**src/rtl/nes_pkg.sv**
```systemverilog
package nes_pkg;
  // Base-two log of the page size chosen by a size code, clamped to the largest page.
  function automatic int page_log(input logic [2:0] code, input int min_log, input int max_log);
    int span;
    span = max_log - min_log;
    return min_log + ((int'(code) > span) ? span : int'(code));
  endfunction
endpackage

```
**src/rtl/nes_strobe_detect.sv**
```systemverilog
module nes_strobe_detect (
  input  logic clk,
  input  logic rst_n,
  input  logic ce_n,
  input  logic we_n,
  input  logic re_n,
  output logic beat
);
  logic we_q, re_q;

  always_ff @(posedge clk or negedge rst_n) begin
    if (!rst_n) begin
      we_q <= 1'b1;
      re_q <= 1'b1;
    end else begin
      we_q <= we_n;
      re_q <= re_n;
    end
  end

  // A strobe ends when it is first seen high after being low.
  assign beat = !ce_n && ((!we_q && we_n) || (!re_q && re_n));
endmodule

```
**src/rtl/nes_accum.sv**
```systemverilog
module nes_accum #(
  parameter int ADDR_W = 13
) (
  input  logic              clk,
  input  logic              rst_n,
  input  logic              en,
  input  logic              wide,
  input  logic              beat,
  input  logic [15:0]       data,
  input  logic [ADDR_W:0]   limit,
  output logic [ADDR_W-1:0] line_even,
  output logic [ADDR_W-1:0] line_odd,
  output logic [7:0]        col_acc,
  output logic              done
);
  logic [ADDR_W:0]   cnt, cnt_nxt;
  logic [ADDR_W-1:0] le_nxt, lo_nxt, addr_lo, addr_hi;
  logic [7:0]        col_nxt;
  logic              par_lo, par_hi, take;

  assign done    = (cnt >= limit);
  assign take    = en && beat && !done;
  assign addr_lo = cnt[ADDR_W-1:0];
  assign addr_hi = addr_lo + ADDR_W'(1);
  assign par_lo  = ^data[7:0];
  assign par_hi  = ^data[15:8];

  always_comb begin
    le_nxt  = line_even;
    lo_nxt  = line_odd;
    col_nxt = col_acc ^ data[7:0];
    for (int k = 0; k < ADDR_W; k++) begin
      if (addr_lo[k]) lo_nxt[k] = lo_nxt[k] ^ par_lo;
      else            le_nxt[k] = le_nxt[k] ^ par_lo;
    end
    if (wide) begin
      col_nxt = col_nxt ^ data[15:8];
      for (int k = 0; k < ADDR_W; k++) begin
        if (addr_hi[k]) lo_nxt[k] = lo_nxt[k] ^ par_hi;
        else            le_nxt[k] = le_nxt[k] ^ par_hi;
      end
    end
    cnt_nxt = cnt + (wide ? (ADDR_W+1)'(2) : (ADDR_W+1)'(1));
  end

  always_ff @(posedge clk or negedge rst_n) begin
    if (!rst_n) begin
      cnt       <= '0;
      line_even <= '0;
      line_odd  <= '0;
      col_acc   <= '0;
    end else if (!en) begin
      cnt       <= '0;
      line_even <= '0;
      line_odd  <= '0;
      col_acc   <= '0;
    end else if (take) begin
      cnt       <= cnt_nxt;
      line_even <= le_nxt;
      line_odd  <= lo_nxt;
      col_acc   <= col_nxt;
    end
  end
endmodule

```
**src/rtl/nes_pack.sv**
```systemverilog
module nes_pack #(
  parameter int ADDR_W = 13,
  parameter int ECC_W  = 2*ADDR_W + 6,
  parameter int LW     = $clog2(ADDR_W + 1)
) (
  input  logic [ADDR_W-1:0] line_even,
  input  logic [ADDR_W-1:0] line_odd,
  input  logic [7:0]        col_acc,
  input  logic [LW-1:0]     lg,
  output logic [ECC_W-1:0]  ecc
);
  always_comb begin
    ecc = '0;
    for (int j = 0; j < 3; j++) begin
      for (int i = 0; i < 8; i++) begin
        if ((i >> j) & 1) ecc[2*j+1] = ecc[2*j+1] ^ col_acc[i];
        else              ecc[2*j]   = ecc[2*j]   ^ col_acc[i];
      end
    end
    for (int k = 0; k < ADDR_W; k++) begin
      if (k < int'(lg)) begin
        ecc[6+2*k] = line_even[k];
        ecc[7+2*k] = line_odd[k];
      end
    end
  end
endmodule

```
**src/rtl/nes_ecc_snoop.sv**
```systemverilog
module nes_ecc_snoop #(
  parameter int MIN_LOG = 8,
  parameter int ADDR_W  = 13,
  parameter int ECC_W   = 2*ADDR_W + 6
) (
  input  logic             clk,
  input  logic             rst_n,
  input  logic             ctl_en,
  input  logic [2:0]       ctl_size,
  input  logic             ctl_wide,
  input  logic             bus_ce_n,
  input  logic             bus_we_n,
  input  logic             bus_re_n,
  input  logic [15:0]      bus_data,
  output logic [ECC_W-1:0] ecc_value,
  output logic             ecc_done
);
  localparam int LW = $clog2(ADDR_W + 1);

  logic [LW-1:0]     lg;
  logic [ADDR_W:0]   limit;
  logic [ADDR_W-1:0] line_even, line_odd;
  logic [7:0]        col_acc;
  logic              beat, page_done;

  always_comb begin
    lg    = LW'(nes_pkg::page_log(ctl_size, MIN_LOG, ADDR_W));
    limit = (ADDR_W+1)'(1) << lg;
  end

  nes_strobe_detect u_strobe (
    .clk  (clk),
    .rst_n(rst_n),
    .ce_n (bus_ce_n),
    .we_n (bus_we_n),
    .re_n (bus_re_n),
    .beat (beat)
  );

  nes_accum #(.ADDR_W(ADDR_W)) u_accum (
    .clk      (clk),
    .rst_n    (rst_n),
    .en       (ctl_en),
    .wide     (ctl_wide),
    .beat     (beat),
    .data     (bus_data),
    .limit    (limit),
    .line_even(line_even),
    .line_odd (line_odd),
    .col_acc  (col_acc),
    .done     (page_done)
  );

  nes_pack #(.ADDR_W(ADDR_W), .ECC_W(ECC_W), .LW(LW)) u_pack (
    .line_even(line_even),
    .line_odd (line_odd),
    .col_acc  (col_acc),
    .lg       (lg),
    .ecc      (ecc_value)
  );

  assign ecc_done = ctl_en && page_done;
endmodule

```
**config.mk**
```make
export PLATFORM = sky130hd
export DESIGN_NAME = nes_ecc_snoop
export DESIGN_NICKNAME = d
export VERILOG_FILES = /design/src/rtl/nes_pkg.sv /design/src/rtl/nes_strobe_detect.sv /design/src/rtl/nes_accum.sv /design/src/rtl/nes_pack.sv /design/src/rtl/nes_ecc_snoop.sv
export SDC_FILE = /design/constraint.sdc
export NUM_CORES = 1
export LEC_CHECK = 0
export BUFFER_PORTS_ARGS = -buffer_cell sky130_fd_sc_hd__buf_2
export CAP_MARGIN = 5
export CORE_MARGIN = 2
export CORE_UTILIZATION = 40
export CTS_CLUSTER_DIAMETER = 40
export DETAILED_ROUTE_END_ITERATION = 10
export PLACE_DENSITY = 0.64
export SETUP_SLACK_MARGIN = 0.5
export SLEW_MARGIN = 30
export SYNTH_ARGS = -nofsm -noshare
export SYNTH_HDL_FRONTEND = slang
export SYNTH_SLANG_ARGS = --single-unit
```
**constraint.sdc**
```tcl
create_clock -name clk -period 7.4 [get_ports clk]
set_input_delay 0.74 -clock clk [delete_from_list [all_inputs] [get_ports clk]]
set_output_delay 0.74 -clock clk [all_outputs]
set_load 0.05 [all_outputs]
```
==> metrics.csv <==
stage;metric;value;unit
clock_network;clk root buf;clkbuf_8;
floorplan;Die ar.;12100;sq um
timing;setup ws final;3.86;ns
detailed_routing;1st-pass router iterations;5;
setup_path;crit path buf inv count;3;
floorplan;initial core utilization;0.413;
setup_path;WS Path Type;primary input to output port;
placed_design;gp weighted congestion;0.844;
floorplan;Die H;110;microns
clock_network;CTS sink count;50;
setup_path;Critical Path Slowest Stage Cell;or3b_2;
finish;nets;620;
yosys;number of synthesized flops with an enable pin;0;
placed_design;HPWL after detailed placement;8670;microns
global_route;pin count of the biggest net entering global routing;51;
timing;Worst Skew;0.0104;ns
clock_network;Skew-Pair Late Insertion Delay;0.31;ns
setup_path;CP Capture Type;output port;
hold_path;class of the worst hold path;primary input to register;
timing;period utilization;0.479;
floorplan;Core ar.;10900;sq um
detailed_routing;Routed Antenna Nets;0;
setup_path;Arrival @ worst endpoint;2.80;ns
pwr;worst vdd rail ir drop;0.125;mV
setup_path;peak fanout along the critical path;36;
detailed_routing;vias per cell;6.11;
setup_path;Worst Path Required;6.66;ns
yosys;area leader, netlist;dfrtp_1;
yosys;Yosys cell types;55;
clock_network;Longest Clk Path Bufs;2;
detailed_routing;via count;4427;
yosys;Net Count, Synth;607;
detailed_routing;Remaining DRCs;0;
yosys;Mapped Cells;570;
placed_design;dpl cells;716;
yosys;Yosys reg bits;50;
setup_path;CP cell instances;buf_2, or3b_2, ha_1, nand3_1, a21oi_1, o21a_1, buf_4, nor2_1, nor2_1, buf_2;
yosys;top cells by count, synth;nand2_1 (64), dfrtp_1 (48), xnor2_1 (40);
clock_network;number of hold buffers added after CTS;0;
placed_design;PortBufs;58;
finish;Layout area overhead;8.08;%
finish;ANT cells;0;
global_route;grt ovf;0;
yosys;number of synthesis warnings;0;
clock_network;Reg clk slew, reported paths;0.10;ns
global_route;initial antenna violation count;0;
yosys;syn avg cell area;7.88;sq um
yosys;most common cell in the synthesized netlist;nand2_1;
yosys;Yosys top cell area share;0.267;
timing;Setup Total Neg Slack;0;ns
yosys;main area contributors after synthesis;dfrtp_1 (27%), xnor2_1 (7.8%), nand2_1 (5.3%), nor4_1 (4.9%), o211ai_1 (3.7%);
pwr;Pwr Density;195;nW/um^2
clock_network;Post-CTS Setup Inserts;0;
setup_path;Worst path max stage delay;0.46;ns
yosys;Synth Flop Type;dfrtp_1;
setup_path;Startpoint Class;primary input;
yosys;register area share after synthesis;0.279;
global_route;first-pass GRT wire length;21200;microns
run;max_cap viols;0;
finish;Layout fillers;1105;
setup_path;Worst path top cell family by delay;buffers and inverters;
timing;Final Critical Period;3.54;ns
global_route;total track usage;0.222;
finish;Post-Layout Cell Count;724;
floorplan;FP Rows;38;
finish;fin util;0.446;
detailed_routing;DR iter-0 viols;307;
placed_design;pre-CTS WS;3.73;ns
timing;# setup viols final;0;
timing;unrepaired setup endpoints after global routing;false;
run_status;status;finished clean;
detailed_routing;drt total wl;12700;microns
timing;final count of hold timing violations;0;
clock_network;TritonCTS buffer count;5;
timing;Final Max Slew Viols;0;
timing;worst slew pin tran;0.961;ns
finish;fraction of layout cells with a size suffix above 1;0.151;
pwr;Leak;1.99;nW
floorplan;chip width;110;microns
timing;fmax;0.282;GHz
clock_network;TritonCTS clock tree;done;
global_route;vias in the first global route;4311;
yosys;Cell Area, Synth;4490;sq um
timing;Rel. slew slack;0.355;
floorplan;Ports;59;
clock_network;H-tree levels;2;
clock_network;cts repair resizes;0;
detailed_routing;Avg WL per Cell;17.6;microns
yosys;FFs w/ async S/R, synth;1.00;
registers in the layout, indices dropped and copies added, names as in the netlist:
| name | flops |
|---|---|
| u_strobe.we_q | 1 |
| u_accum.line_odd | 13 |
| u_accum.col_acc | 8 |
| u_strobe.re_q | 1 |
| u_accum.cnt | 14 |
| u_accum.line_even | 13 |
worst reg2reg max path: cells and delay by family (launching register included):
family / cells / cell delay, ns
AO/OA/AOI/OAI: 4 / 0.69
adder cells (fa/ha/maj): 1 / 0.36
buffers and inverters: 1 / 0.26
flip-flops: 1 / 0.50
AND/OR/NAND/NOR: 2 / 1.14
cell families (layout without fill, tap and decap cells):
family          Yosys count  in the layout  synth area share
compound gates          140            140             0.224
flops                    50             50             0.279
mux                       6              6            0.0134
simple gates            228            228             0.260
fa+ha+maj                11             11            0.0323
xor+xnor                 54             54             0.105
buf+inv                  81             95            0.0855
final cells by class:
class                   instances  area, sq um  share of cell area
clock inverters                 3         43.8             0.00902
flip-flops and latches         50         1250               0.258
repair buffers                 69          373              0.0768
multi-input cells             439         2870               0.592
inverters                      18         67.6              0.0139
well taps                     140          175              0.0361
clock buffers                   5         68.8              0.0142
cell usage in the layout (no fill, tap or decap), types with 6 or more instances in the layout:
cell type,instances
a21oi_1,26
a2bb2oi_1,7
a41oi_1,7
and2_1,6
and3_1,17
buf_2,58
buf_4,11
dfrtp_1,48
ha_1,10
inv_1,16
mux2i_1,6
nand2_1,64
nand2b_1,7
nand3_1,19
nand4_1,10
nor2_1,29
nor3_1,16
nor4_1,35
o211ai_1,22
o21a_1,8
o21ai_0,13
o22ai_1,10
o311ai_0,12
or4_1,9
xnor2_1,39
xor2_1,13
metrics by stage:
stage | cell area (sq um) | hold slack [ns] | power (W)
global placement | 4740 | 0.535 | 0.000735
finish | 4850 | 0.529 | 0.000944
detailed placement | 4740 | 0.552 | 0.000742
global route | 4850 | 0.503 | 0.000999
floorplan | 4490 | 0.444 | 0.000645
CTS | 4850 | 0.515 | 0.000948
layer usage:
layer  routed length [microns]  up-vias  GRT usage
met4                       203        0     0.0750
li1                          -     2128          -
met1                      5600     2126      0.300
met3                       842       16     0.0247
met5                         0        -          0
met2                      6100      157      0.370
report_power, final:
group / switching, W / internal, W
clock: 0.000103 / 0.000102
sequential: 0.0000196 / 0.000294
combinational: 0.000306 / 0.000121
path summary, 6_finish.rpt:
check                                     from             endpoint  slack [ns]  cells after the start
max                                ctl_size[2]             ecc_done        3.86                     10
min                                   bus_we_n        u_strobe.we_q        0.53                      1
max reg2reg                    u_accum.cnt[11]      u_accum.cnt[12]        4.40                      8
min reg2reg                u_accum.line_odd[1]  u_accum.line_odd[1]        0.56                      2
max in group asynchronous                rst_n       u_accum.cnt[8]        6.41                      2
min in group asynchronous                rst_n   u_accum.col_acc[6]        0.54                      2
(Power assumes the default switching activity.)
